<file path="src/rtl/lcell_pkg.sv">
// lcell_pkg
// Shared constants and the per-cell configuration record for the logic
// cell chain. Assumes a 3-bit function code; codes above FN_FLOP are reserved.
package lcell_pkg;

    localparam int FN_W = 3;

    localparam logic [FN_W-1:0] FN_ZERO = 3'd0;
    localparam logic [FN_W-1:0] FN_AND  = 3'd1;
    localparam logic [FN_W-1:0] FN_OR   = 3'd2;
    localparam logic [FN_W-1:0] FN_XOR  = 3'd3;
    localparam logic [FN_W-1:0] FN_FLOP = 3'd4;

    typedef struct packed {
        logic            inv_a;
        logic            inv_b;
        logic            inv_c;
        logic            inv_y;
        logic            casc_en;
        logic [FN_W-1:0] fn;
    } lcell_cfg_t;

endpackage

</file>
<file path="src/rtl/lcell_cond.sv">
// lcell_cond
// Input conditioning for one cell. It selects pin A or the cascade source
// for the gate path, applies the per-input inverters, and derives the data
// and clear terms of the storage element.
// Assumes: purely combinational; all inputs synchronous to the system clock.
module lcell_cond (
    input  logic pin_a,
    input  logic pin_b,
    input  logic pin_c,
    input  logic casc_src,
    input  logic inv_a,
    input  logic inv_b,
    input  logic inv_c,
    input  logic casc_en,
    output logic a_eff,
    output logic b_eff,
    output logic c_eff,
    output logic d_ff,
    output logic clr_ff
);

    logic a_src;

    // Purpose: choose the A source, then invert each input as configured.
    always_comb begin
        a_src  = casc_en ? casc_src : pin_a;
        a_eff  = a_src ^ inv_a;
        b_eff  = pin_b ^ inv_b;
        c_eff  = pin_c ^ inv_c;
        d_ff   = pin_a ^ inv_a;
        clr_ff = casc_en & casc_src;
    end

endmodule

</file>
<file path="src/rtl/lcell_flop.sv">
// lcell_flop
// Storage element of one cell, run by the system clock. A rising transition
// of the clock-like input is found by comparing it with its value at the
// previous edge. Priority: clear, then set, then data capture. The state
// changes only while enabled (storage mode).
// Assumes: all inputs synchronous to clk; rst_n synchronous, active low.
module lcell_flop (
    input  logic clk,
    input  logic rst_n,
    input  logic en,
    input  logic d,
    input  logic edge_in,
    input  logic set,
    input  logic clr,
    output logic q
);

    logic edge_hist;
    logic edge_rise;

    // Purpose: remember the clock-like input; reset high so a level already
    // present at release is not taken as a rising transition.
    always_ff @(posedge clk) begin
        if (!rst_n) edge_hist <= 1'b1;
        else        edge_hist <= edge_in;
    end

    // Purpose: detect a low-to-high change since the previous edge.
    always_comb edge_rise = edge_in & ~edge_hist;

    // Purpose: update the stored bit with clear over set over capture.
    always_ff @(posedge clk) begin
        if (!rst_n) begin
            q <= 1'b0;
        end else if (en) begin
            if (clr)            q <= 1'b0;
            else if (set)       q <= 1'b1;
            else if (edge_rise) q <= d;
        end
    end


    clr_wins_chk: assert property (@(posedge clk) disable iff (!rst_n)
        (en && clr) |=> !q);


    set_forces_chk: assert property (@(posedge clk) disable iff (!rst_n)
        (en && set && !clr) |=> q);


    capture_chk: assert property (@(posedge clk) disable iff (!rst_n)
        (en && !set && !clr && edge_in && !edge_hist) |=> (q == $past(d)));


    no_edge_hold_chk: assert property (@(posedge clk) disable iff (!rst_n)
        (en && !set && !clr && !(edge_in && !edge_hist)) |=> $stable(q));


    idle_hold_chk: assert property (@(posedge clk) disable iff (!rst_n)
        !en |=> $stable(q));

endmodule

</file>
<file path="src/rtl/lcell_unit.sv">
// lcell_unit
// One configurable logic cell: conditioning, function select, storage
// element and output inverter. Gate functions are combinational; the
// storage mode output is the registered state.
// Assumes: cfg is quasi-static.
module lcell_unit
    import lcell_pkg::*;
(
    input  logic       clk,
    input  logic       rst_n,
    input  logic       pin_a,
    input  logic       pin_b,
    input  logic       pin_c,
    input  logic       casc_src,
    input  lcell_cfg_t cfg,
    output logic       y
);

    logic a_eff, b_eff, c_eff, d_ff, clr_ff;
    logic q;
    logic fn_out;
    logic flop_en;

    lcell_cond u_cond (
        .pin_a    (pin_a),
        .pin_b    (pin_b),
        .pin_c    (pin_c),
        .casc_src (casc_src),
        .inv_a    (cfg.inv_a),
        .inv_b    (cfg.inv_b),
        .inv_c    (cfg.inv_c),
        .casc_en  (cfg.casc_en),
        .a_eff    (a_eff),
        .b_eff    (b_eff),
        .c_eff    (c_eff),
        .d_ff     (d_ff),
        .clr_ff   (clr_ff)
    );

    // Purpose: enable the storage element only in storage mode.
    always_comb flop_en = (cfg.fn == FN_FLOP);

    lcell_flop u_flop (
        .clk     (clk),
        .rst_n   (rst_n),
        .en      (flop_en),
        .d       (d_ff),
        .edge_in (b_eff),
        .set     (c_eff),
        .clr     (clr_ff),
        .q       (q)
    );

    // Purpose: select the function result from the configured code.
    always_comb begin
        case (cfg.fn)
            FN_ZERO: fn_out = 1'b0;
            FN_AND:  fn_out = a_eff & b_eff & c_eff;
            FN_OR:   fn_out = a_eff | b_eff | c_eff;
            FN_XOR:  fn_out = a_eff ^ b_eff ^ c_eff;
            FN_FLOP: fn_out = q;
            default: fn_out = 1'b0;
        endcase
    end

    // Purpose: apply the output inverter.
    always_comb y = fn_out ^ cfg.inv_y;


    reserved_low_chk: assert property (@(posedge clk) disable iff (!rst_n)
        (cfg.fn > FN_FLOP) |-> (y == cfg.inv_y));


    zero_code_chk: assert property (@(posedge clk) disable iff (!rst_n)
        (cfg.fn == FN_ZERO) |-> (y == cfg.inv_y));

endmodule

</file>
<file path="src/rtl/lcell_chain.sv">
// lcell_chain
// Top level: NCELLS configurable logic cells. Cell k may take cell k-1's
// output in place of its pin A; cell 0 uses casc_in for this.
// Assumes: configuration ports are static register bits.
module lcell_chain
    import lcell_pkg::*;
#(
    parameter int NCELLS = 2
) (
    input  logic                     clk,
    input  logic                     rst_n,
    input  logic                     casc_in,
    input  logic [NCELLS-1:0]        pin_a,
    input  logic [NCELLS-1:0]        pin_b,
    input  logic [NCELLS-1:0]        pin_c,
    input  logic [NCELLS-1:0]        inv_a,
    input  logic [NCELLS-1:0]        inv_b,
    input  logic [NCELLS-1:0]        inv_c,
    input  logic [NCELLS-1:0]        inv_y,
    input  logic [NCELLS-1:0]        casc_en,
    input  logic [NCELLS*FN_W-1:0]   fn_sel,
    output logic [NCELLS-1:0]        y_out
);

    localparam int SEL_W = NCELLS * FN_W;

    logic [NCELLS-1:0] cell_y;
    logic [NCELLS-1:0] cell_src;

    for (genvar k = 0; k < NCELLS; k++) begin : g_cell
        lcell_cfg_t cfg_k;

        // Purpose: gather this cell's configuration bits into one record.
        always_comb begin
            cfg_k.inv_a   = inv_a[k];
            cfg_k.inv_b   = inv_b[k];
            cfg_k.inv_c   = inv_c[k];
            cfg_k.inv_y   = inv_y[k];
            cfg_k.casc_en = casc_en[k];
            cfg_k.fn      = fn_sel[k*FN_W +: FN_W];
        end

        if (k == 0) begin : g_first
            // Purpose: the first cell cascades from the external port.
            always_comb cell_src[k] = casc_in;
        end else begin : g_next
            // Purpose: later cells cascade from their lower neighbour.
            always_comb cell_src[k] = cell_y[k-1];


            casc_path_chk: assert property (@(posedge clk) disable iff (!rst_n)
                (casc_en[k] && fn_sel[k*FN_W +: FN_W] == FN_AND && !inv_a[k]
                 && !inv_y[k] && !cell_y[k-1]) |-> !cell_y[k]);
        end

        lcell_unit u_unit (
            .clk      (clk),
            .rst_n    (rst_n),
            .pin_a    (pin_a[k]),
            .pin_b    (pin_b[k]),
            .pin_c    (pin_c[k]),
            .casc_src (cell_src[k]),
            .cfg      (cfg_k),
            .y        (cell_y[k])
        );
    end

    // Purpose: drive the output port from the cell results.
    always_comb y_out = cell_y;

    // Purpose: elaboration-time sanity of the selector width.
    initial begin
        if (SEL_W != $bits(fn_sel)) $error("fn_sel width mismatch");
    end

endmodule

</file>
<file path="config.mk">
export PLATFORM = sky130hd
export DESIGN_NAME = lcell_chain
export DESIGN_NICKNAME = d
export VERILOG_FILES = /design/src/rtl/lcell_pkg.sv /design/src/rtl/lcell_cond.sv /design/src/rtl/lcell_flop.sv /design/src/rtl/lcell_unit.sv /design/src/rtl/lcell_chain.sv
export SDC_FILE = /design/constraint.sdc
export NUM_CORES = 1
export LEC_CHECK = 0
export BUFFER_PORTS_ARGS = -buffer_cell sky130_fd_sc_hd__buf_2
export CAP_MARGIN = 20
export CORE_UTILIZATION = 35
export DETAILED_ROUTE_END_ITERATION = 6
export PLACE_DENSITY = 0.74
export REMOVE_ABC_BUFFERS = 1
export SLEW_MARGIN = 0
export SYNTH_ARGS = -nofsm -noshare
export SYNTH_HDL_FRONTEND = slang
export SYNTH_SLANG_ARGS = --single-unit
export TNS_END_PERCENT = 50
</file>
<file path="constraint.sdc">
create_clock -name clk -period 5.5 [get_ports clk]
set_input_delay 0.825 -clock clk [delete_from_list [all_inputs] [get_ports clk]]
set_output_delay 0.825 -clock clk [all_outputs]
set_load 0.05 [all_outputs]
</file>
==> flow_metrics.env, run 1 <==
export IMPL_numPlacedInstances=110
export IMPL_grt_antenna_before_repair=0
export IMPL_clkSinkCount=4
export IMPL_rsz0062_at_grt="false"
export IMPL_globalplace_congestion=0.797
export IMPL_power_density_nw_per_um2=181
export IMPL_mostFrequentLayoutCells="26 x buf_2, 7 x xnor2_1, 7 x a21oi_1, 7 x o21ai_0, 6 x nand2_1"
export IMPL_ir_drop_mv=0.109
export IMPL_multiInputGateArea_um2=440
export IMPL_num_vias=608
export IMPL_grt_pass1_vias=452
export IMPL_cts_buffers=3
export IMPL_ys_seq_area_share_pct=14.8
export IMPL_core_um2=1370
export IMPL_finClkSkew_ns=0.00346
export IMPL_cts_tree="yes"
export IMPL_path_max_fanout=6
export IMPL_max_freq_ghz=0.224
export IMPL_drt_initial_drc_count=11
export IMPL_timing_setup_tns_ns=0
export IMPL_pre_cts_slack_ns=1.04
export IMPL_clk_pin_slew_ns=0.04
export IMPL_min_period_over_period_pct=81.1
export IMPL_maxCapViolations=0
export IMPL_critical_path_class="input pin to primary output"
export IMPL_fp_dieH_um=41.3
export IMPL_syn_inst=71
export IMPL_placementRows=13
export IMPL_grt_pass1_wl_um=1720
export IMPL_final_common_cell="buf_2"
export IMPL_clockBufferDepth=2
export IMPL_min_delay_start="g_cell[0].u_unit.u_flop.q"
export IMPL_crit_start="inv_b[0]"
export IMPL_r2r_slack_ns=4.20
export IMPL_synth_top_area_share_pct=14.8
export IMPL_period_needed_ns=4.46
export IMPL_post_cts_resized=0
export IMPL_htreeDepth=1
export IMPL_grt_max_degree=8
export IMPL_synth_avg_cell_area_um2=7.60
export IMPL_power_total_w=0.000126
export IMPL_crit_arrival_ns=3.63
export IMPL_hold_path_class="flop to flop"
export IMPL_synth_area_leaders="dfxtp_1 15%, xnor2_1 11%, a21oi_1 6.5%"
export IMPL_ys_warn_count=0
export IMPL_clk_latency_ns=0.23
export IMPL_antenna_cells=0
export IMPL_regArea_um2=80.1
export IMPL_drt_wl_total_um=1200
export IMPL_leakagePower_nw=0.310
export IMPL_syn_to_final_growth_pct=29.0
export IMPL_ant_nets=0
export IMPL_root_buffer="clkbuf_4"
export IMPL_worst_slew_pin_slew_ns=0.478
export IMPL_post_cts_buffers=0
export IMPL_end_kind="primary output"
export IMPL_final_nets=127
export IMPL_netlist_area_um2=539
export IMPL_setup_viol=0
export IMPL_place_port_buffers=26
export IMPL_critPathMaxStageDelay_ns=0.35
export IMPL_fill_cells=150
export IMPL_critPathLaunchType="input pin"
export IMPL_drtPass1Iterations=4
export IMPL_synth_seq_cells=4
export IMPL_via_per_inst=5.38
export IMPL_start_util_pct=39.5
export IMPL_cpMaxStageDelayCell="or3_1"
export IMPL_avgRoutedWirePerCell_um=10.6
export IMPL_setup_slack_ns=1.04
export IMPL_slew_violations=0
export IMPL_finish_utilization_pct=50.9
export IMPL_maxSlewHeadroom_pct=67.7
export IMPL_drive_above_1_share_pct=32.7
export IMPL_dieArea_um2=1700
export IMPL_postCtsHoldBufs=0
export IMPL_drc_errors=0
export IMPL_status="finished clean"
export IMPL_synth_top_area_cell="dfxtp_1"
export IMPL_io_pins=27
export IMPL_synth_cell_type_count=31
export IMPL_overflow=0
export IMPL_r2r_start="g_cell[0].u_unit.u_flop.q"
export IMPL_instances_no_fill=113
export IMPL_hold_viol_final=0
export IMPL_crit_chain="buf_2, xnor2_2, and2b_1, a221o_1, or3_1, and4b_1, nand2_1, ha_1, and3_1, o21ai_0, a21oi_1, a21oi_1, xnor2_1, buf_2"
export IMPL_grt_usage_pct=15.4
export IMPL_crit_required_ns=4.68
export IMPL_post_dp_hpwl_um=957
export IMPL_die_w_um=41.3
## cell type report
cell class | instances | share of cell area [%]
Timing Repair Buffer | 26 | 18.7
Inverter | 1 | 0.540
Tap cell | 15 | 2.70
Sequential cell | 4 | 11.5
Clock buffer | 3 | 3.24
Multi-Input combinational cell | 64 | 63.3
## metrics by stage
| stage | hold WS (ns) | instance area [um^2] |
|---|---|---|
| 5_1_grt | 0.541 | 696 |
| 4_1_cts | 0.521 | 696 |
| 3_3_place_gp | 0.497 | 673 |
| 3_5_place_dp | 0.509 | 673 |
| 6_report | 0.512 | 696 |
| 2_1_floorplan | 0.477 | 524 |
## cell usage after synthesis, drive strengths merged
library cell / number
xnor2: 8
a21oi: 7
o21ai: 7
nand2: 6
dfxtp: 4
nor2: 4
mux2i: 3
nand3: 3
nor3b: 3
a211oi: 2
and3: 2
buf: 2
ha: 2
xor2: 2
a2111oi: 1
a221o: 1
a22oi: 1
a311oi: 1
and2: 1
and2b: 1
and4b: 1
inv: 1
nand3b: 1
nor2b: 1
nor3: 1
nor4b: 1
o31ai: 1
or2b: 1
or3: 1
or3b: 1
## cell families after synthesis
group	after synthesis	synth area share, %
AND/OR/NAND/NOR	28	30.2
multiplexers	3	5.57
XOR/XNOR	10	17.6
flip-flops	4	14.8
adder cells (fa/ha/maj)	2	4.64
AO/OA/AOI/OAI	21	23.7
buffers and inverters	3	3.48
## worst paths after layout
kind | end | depth (start not counted)
max | y_out[1] | 14
min | g_cell[0].u_unit.u_flop.q | 2
max reg2reg | g_cell[1].u_unit.u_flop.q | 5
min reg2reg | g_cell[0].u_unit.u_flop.q | 2
## worst max-delay path: cells and delay by family
kind	cells	cell delay, ns
simple gates	5	1.02
compound gates	4	0.76
xor+xnor	2	0.41
buf+inv	2	0.40
fa+ha+maj	1	0.23
## where the power goes
part           total [W]  internal [W]  switching (W)  leakage [nW]
clock network  0.0000360     0.0000244      0.0000116        0.0138
logic          0.0000582     0.0000241      0.0000341         0.264
registers      0.0000316     0.0000310    0.000000618        0.0330
total           0.000126     0.0000795      0.0000463         0.310
## state kept, by name, summed over array words and instances, names as in the netlist
register                        count
g_cell.u_unit.u_flop.q              2
g_cell.u_unit.u_flop.edge_hist      2
## metal layers
| metal | vias to the layer above | track usage, % | routed length [um] | part of all wire (%) |
|---|---|---|---|---|
| li1 | 317 | - | - | - |
| met1 | 273 | 20.0 | 560 | 47 |
| met4 | 0 | 4.84 | 0 | 0 |
| met2 | 18 | 25.0 | 591 | 49 |
| met3 | 0 | 3.26 | 50 | 4.2 |
| met5 | - | 0 | 0 | 0 |
Power figures use the tool's default switching activity.
==> run 2: changes to the inputs <==
PLACE_DENSITY = 0.76   (was 0.74)
clock period = 3.75 ns   (was 5.5 ns; I/O delays follow)
==> run 2 against run 1 <==
Effect of this change:
- setup slack got worse by 0.91 ns
- first-iteration DRC count is 55% higher
- register-to-register slack worse by 1.8 ns
- combinational power grew 94%
- sequential power increased by 47%
- critical path type unchanged
- critical path depth grew 2
- final area up 20%
- wire length is 32% higher
==> flow_metrics.env, run 2 (synthesis results as in run 1) <==
export IMPL_finClkSkew_ns=0.00136
export IMPL_cts_tree="yes"
export IMPL_cp_common_cell="buf_4"
export IMPL_reg2regPathDepth=5
export IMPL_root_buffer="clkbuf_4"
export IMPL_crit_chain="buf_2, xnor2_2, buf_4, nor4b_1, buf_4, a211oi_1, o21ai_2, and4b_1, nand2_1, ha_1, and3_1, o21ai_1, a21oi_1, a21oi_2, xnor2_1, buf_4"
export IMPL_final_nets=134
export IMPL_r2r_slack_ns=2.41
export IMPL_cp_endpoint="y_out[1]"
export IMPL_p_sw_w=0.0000777
export IMPL_dieArea_um2=1700
export IMPL_leakagePower_nw=0.363
export IMPL_drtPass1Iterations=4
export IMPL_maxCapViolations=0
export IMPL_place_port_buffers=26
export IMPL_hold_viol_final=0
export IMPL_max_freq_ghz=0.276
export IMPL_seq_power_share_pct=22.0
export IMPL_rr_endpoint="g_cell[1].u_unit.u_flop.q"
export IMPL_period_needed_ns=3.62
export IMPL_rsz0062_at_grt="true"
export IMPL_clkSinkCount=4
export IMPL_clk_latency_ns=0.23
export IMPL_grt_max_degree=8
export IMPL_crit_required_ns=3.19
export IMPL_drt_initial_drc_count=17
export IMPL_power_density_nw_per_um2=254
export IMPL_setup_viol=0
export IMPL_avgRoutedWirePerCell_um=13.2
export IMPL_drc_errors=0
export IMPL_critPathMaxStageDelay_ns=0.33
export IMPL_antenna_cells=0
export IMPL_p_int_w=0.000134
export IMPL_globalplace_congestion=0.899
export IMPL_path_max_fanout=4
export IMPL_status="finished clean"
export IMPL_htreeDepth=1
export IMPL_cts_buffers=3
export IMPL_min_period_over_period_pct=96.5
export IMPL_p_comb_share_pct=53.4
export IMPL_syn_to_final_growth_pct=54.5
export IMPL_clkPwrFrac_pct=24.7
export IMPL_critical_path_class="input pin to primary output"
export IMPL_start_util_pct=39.5
export IMPL_post_dp_hpwl_um=1170
export IMPL_end_kind="primary output"
export IMPL_grt_usage_pct=17.7
export IMPL_num_vias=655
export IMPL_grt_antenna_before_repair=0
export IMPL_fp_dieH_um=41.3
export IMPL_power_total_w=0.000212
export IMPL_netSwitchingFraction_pct=36.7
export IMPL_placementRows=13
export IMPL_setup_slack_ns=0.131
export IMPL_mostFrequentLayoutCells="23 x buf_2, 7 x buf_4, 6 x nand2_1"
export IMPL_clk_pin_slew_ns=0.04
export IMPL_post_dp_cell_area_um2=718
export IMPL_via_per_inst=5.46
export IMPL_drt_wl_total_um=1580
export IMPL_crit_start="inv_b[0]"
export IMPL_final_area_um2=833
export IMPL_clockBufferDepth=2
export IMPL_overflow=0
export IMPL_die_w_um=41.3
export IMPL_core_um2=1370
export IMPL_crit_arrival_ns=3.06
export IMPL_maxSlewHeadroom_pct=66.2
export IMPL_critPathLaunchType="input pin"
export IMPL_io_pins=27
export IMPL_ir_drop_mv=0.178
export IMPL_slew_violations=0
export IMPL_ant_nets=0
export IMPL_cpMaxStageDelayCell="nor4b_1"
export IMPL_drive_above_1_share_pct=45.7
export IMPL_final_common_cell="buf_2"
export IMPL_top_regs="g_cell.u_unit.u_flop.edge_hist x2, g_cell.u_unit.u_flop.q x2"
export IMPL_grt_pass1_wl_um=1870
export IMPL_worst_slew_pin_slew_ns=0.506
export IMPL_pre_cts_slack_ns=-0.117
export IMPL_hold_path_class="flop to flop"
export IMPL_grt_pass1_vias=477
export IMPL_r2r_start="g_cell[0].u_unit.u_flop.q"
[run 2: changes by cell type in the layout (fill, tap and decap cells not counted), moves of 2 or more]
cell,previous run,this run
buf_6,0,2
buf_2,26,23
o21ai_0,7,3
mux2i_1,3,1
a21oi_1,7,5
a21oi_2,0,2
o21ai_1,0,3
buf_4,0,7
xnor2_1,7,5
[run 2: how the worst min path moves through the flow]
stage	start	end	slack [ns]	cells past startpoint
3_5_place_dp	g_cell[0].u_unit.u_flop.q	g_cell[0].u_unit.u_flop.q	0.51	2
3_3_place_gp	g_cell[0].u_unit.u_flop.q	g_cell[0].u_unit.u_flop.q	0.50	2
4_1_cts	rst_n	g_cell[1].u_unit.u_flop.edge_hist	0.52	2
6_report	g_cell[0].u_unit.u_flop.q	g_cell[0].u_unit.u_flop.q	0.52	2
2_1_floorplan	g_cell[0].u_unit.u_flop.q	g_cell[0].u_unit.u_flop.q	0.48	2
5_1_grt	rst_n	g_cell[0].u_unit.u_flop.edge_hist	0.53	2
[run 2: layout make-up]
class / instances / area [um^2]
multi-input combinational: 64 / 503
sequential: 4 / 80.1
clock buffer: 3 / 22.5
tap: 15 / 18.8
fill: 121 / 533
inverter: 1 / 3.75
timing repair buffer: 33 / 205
[run 2: worst max-delay path: cells and delay by family]
family / cells / cell delay, ns
buf+inv: 4 / 0.67
fa+ha+maj: 1 / 0.30
compound gates: 5 / 0.48
xor+xnor: 2 / 0.26
simple gates: 4 / 0.77
[run 2: repair_timing]
action | 4_1_cts | 5_1_grt
endpoints found under the setup margin | 1 | 1
pin swaps | 3 | 11
hold buffers | 0 | 0
setup buffers | 0 | 1
gates resized for setup | 5 | 17
[run 2: metal layers]
layer,wire [um],track usage [%]
met3,41,4.89
met4,15,12.9
met1,637,18.8
met5,0,0
met2,885,29.7
[run 2: power by group through the flow]
stage                     Combinational, W  Sequential, W   Clock, W
final                             0.000113      0.0000465  0.0000522
after global routing              0.000122      0.0000467  0.0000584
after CTS                        0.0000975      0.0000465  0.0000562
after detailed placement         0.0000934      0.0000471          0
after global placement           0.0000906      0.0000470          0
after floorplan                  0.0000552      0.0000468          0
[run 2: metrics by stage]
step                cells  hold slack (ns)  utilization, %  TNS, ns
CTS                   119            0.517            55.5        0
global route          120            0.528            61.0  -0.0878
floorplan              69            0.477               -   -0.169
finish                120            0.517            61.0        0
detailed placement    116            0.512            52.6   -0.117
global placement      116            0.499            52.6        0
==> run 3: changes to the inputs <==
==> constraint.sdc (replaced) <==
create_clock -name clk -period 3.75 [get_ports clk]
set_input_delay 0.375 -clock clk [delete_from_list [all_inputs] [get_ports clk]]
set_output_delay 0.375 -clock clk [all_outputs]
set_load 0.05 [all_outputs]
==> run 3 against run 2 <==
Effect of this change:
- largest power group unchanged
- clock-buffer cell count stayed put
- critical path depth fell by 2
- sequential share of layout area increased by 1.9 points
- sequential power barely moved
- highest routed layer is now met3
- fmax is 2.2% higher
- wire length down 25%
- largest cell class unchanged
- sequential cell count unchanged
- via count decreased by 6.7%
- non-clock buffer count is 7 lower
- register-to-register slack about the same
- core utilization fell by 10 points
==> flow_metrics.env, run 3 (synthesis results as in run 1) <==
export IMPL_status="finished clean"
export IMPL_period_needed_ns=3.54
export IMPL_grt_antenna_before_repair=0
export IMPL_overflow=0
export IMPL_path_max_fanout=6
export IMPL_place_port_buffers=26
export IMPL_clk_pin_slew_ns=0.03
export IMPL_postCtsHoldBufs=0
export IMPL_worst_slew_pin_slew_ns=0.541
export IMPL_die_w_um=41.3
export IMPL_io_pins=27
export IMPL_avgRoutedWirePerCell_um=10.4
export IMPL_grt_max_degree=8
export IMPL_drt_wl_total_um=1180
export IMPL_clockBufferDepth=2
export IMPL_fp_dieH_um=41.3
export IMPL_crit_start="inv_b[0]"
export IMPL_setup_slack_ns=0.207
export IMPL_final_nets=127
export IMPL_grt_usage_pct=16.2
export IMPL_cts_buffers=3
export IMPL_post_cts_resized=0
export IMPL_htreeDepth=1
export IMPL_dieArea_um2=1700
export IMPL_cts_tree="yes"
export IMPL_r2r_start="g_cell[0].u_unit.u_flop.q"
export IMPL_timing_setup_tns_ns=0
export IMPL_drtPass1Iterations=4
export IMPL_ant_nets=0
export IMPL_grt_pass1_vias=468
export IMPL_end_kind="primary output"
export IMPL_min_delay_start="rst_n"
export IMPL_drc_errors=0
export IMPL_globalplace_congestion=0.819
export IMPL_post_dp_hpwl_um=974
export IMPL_finish_utilization_pct=50.9
export IMPL_start_util_pct=39.5
export IMPL_maxCapViolations=0
export IMPL_hold_viol_final=0
export IMPL_top_regs="g_cell.u_unit.u_flop.edge_hist x2, g_cell.u_unit.u_flop.q x2"
export IMPL_power_density_nw_per_um2=262
export IMPL_syn_to_final_growth_pct=29.0
export IMPL_setup_viol=0
export IMPL_final_common_cell="buf_2"
export IMPL_leakagePower_nw=0.310
export IMPL_fill_cells=136
export IMPL_root_buffer="clkbuf_4"
export IMPL_clkSinkCount=4
export IMPL_post_cts_buffers=0
export IMPL_critical_path_class="input pin to primary output"
export IMPL_maxSlewHeadroom_pct=63.4
export IMPL_finClkSkew_ns=0.00171
export IMPL_mostFrequentLayoutCells="26 x buf_2, 7 x xnor2_1, 7 x a21oi_1, 7 x o21ai_0, 6 x nand2_1"
export IMPL_hold_path_class="input pin to flop"
export IMPL_drive_above_1_share_pct=32.7
export IMPL_slew_violations=0
export IMPL_pre_cts_slack_ns=0.221
export IMPL_core_um2=1370
export IMPL_via_per_inst=5.41
export IMPL_critPathLaunchType="input pin"
export IMPL_crit_required_ns=3.38
export IMPL_grt_pass1_wl_um=1860
export IMPL_clk_latency_ns=0.23
export IMPL_drt_initial_drc_count=6
export IMPL_max_freq_ghz=0.282
export IMPL_min_period_over_period_pct=94.5
export IMPL_rsz0062_at_grt="false"
export IMPL_num_vias=611
export IMPL_antenna_cells=0
export IMPL_placementRows=13
export IMPL_crit_arrival_ns=3.17
export IMPL_ir_drop_mv=0.186
-- run 3: cell types whose count changed in the layout (fill, tap and decap cells not counted), moves of 2 or more --
| cell | previous run | this run |
|---|---|---|
| a21oi_2 | 2 | 0 |
| buf_2 | 23 | 26 |
| buf_6 | 2 | 0 |
| o21ai_1 | 3 | 0 |
| a21oi_1 | 5 | 7 |
| xnor2_1 | 5 | 7 |
| mux2i_1 | 1 | 3 |
| buf_4 | 7 | 0 |
| o21ai_0 | 3 | 7 |
-- run 3: power by group --
group          switching, W  total [W]  leakage [nW]  internal [W]
logic             0.0000496  0.0000848         0.264     0.0000352
registers       0.000000866  0.0000463        0.0330     0.0000455
clock network     0.0000151  0.0000508        0.0138     0.0000356
total             0.0000656   0.000182         0.310      0.000116
-- run 3: routing by layer --
metal / track usage, % / vias up / wire [um]
met5: 0 / - / 0
met4: 7.26 / 0 / 0
met3: 1.63 / 0 / 52
met2: 25.0 / 15 / 552
met1: 22.5 / 278 / 575
li1: - / 318 / -
-- run 3: worst paths after layout --
| check | endpoint | slack, ns | cells after the start |
|---|---|---|---|
| worst max-delay path | y_out[1] | 0.21 | 14 |
| worst min-delay path | g_cell[1].u_unit.u_flop.edge_hist | 0.35 | 2 |
| worst max register to register | g_cell[1].u_unit.u_flop.q | 2.42 | 5 |
| worst min register to register | g_cell[0].u_unit.u_flop.q | 0.50 | 2 |
-- run 3: cell type report --
type                       instances  area [um^2]  share of cell area (%)
inverter                           1         3.75                   0.540
timing repair buffer              26          130                    18.7
tap                               15         18.8                    2.70
multi-input combinational         64          440                    63.3
sequential                         4         80.1                    11.5
clock buffer                       3         22.5                    3.24
-- run 3: worst max-delay path, cell delays in order --
cell     delay (ns)
buf_2          0.11
xnor2_2        0.27
and2b_1        0.22
a221o_1        0.34
or3_1          0.35
and4b_1        0.22
nand2_1        0.07
ha_1           0.23
and3_1         0.16
o21ai_0        0.16
a21oi_1        0.09
a21oi_1        0.17
xnor2_1        0.13
buf_2          0.27
-- run 3: per-stage QoR --
stage	std cells	cell area (um^2)	hold WS, ns	power (W)
floorplan	69	524	0.437	0.000102
global placement	110	673	0.499	0.000130
detailed placement	110	673	0.501	0.000131
CTS	113	696	0.341	0.000185
global route	113	696	0.345	0.000197
finish	113	696	0.350	0.000182
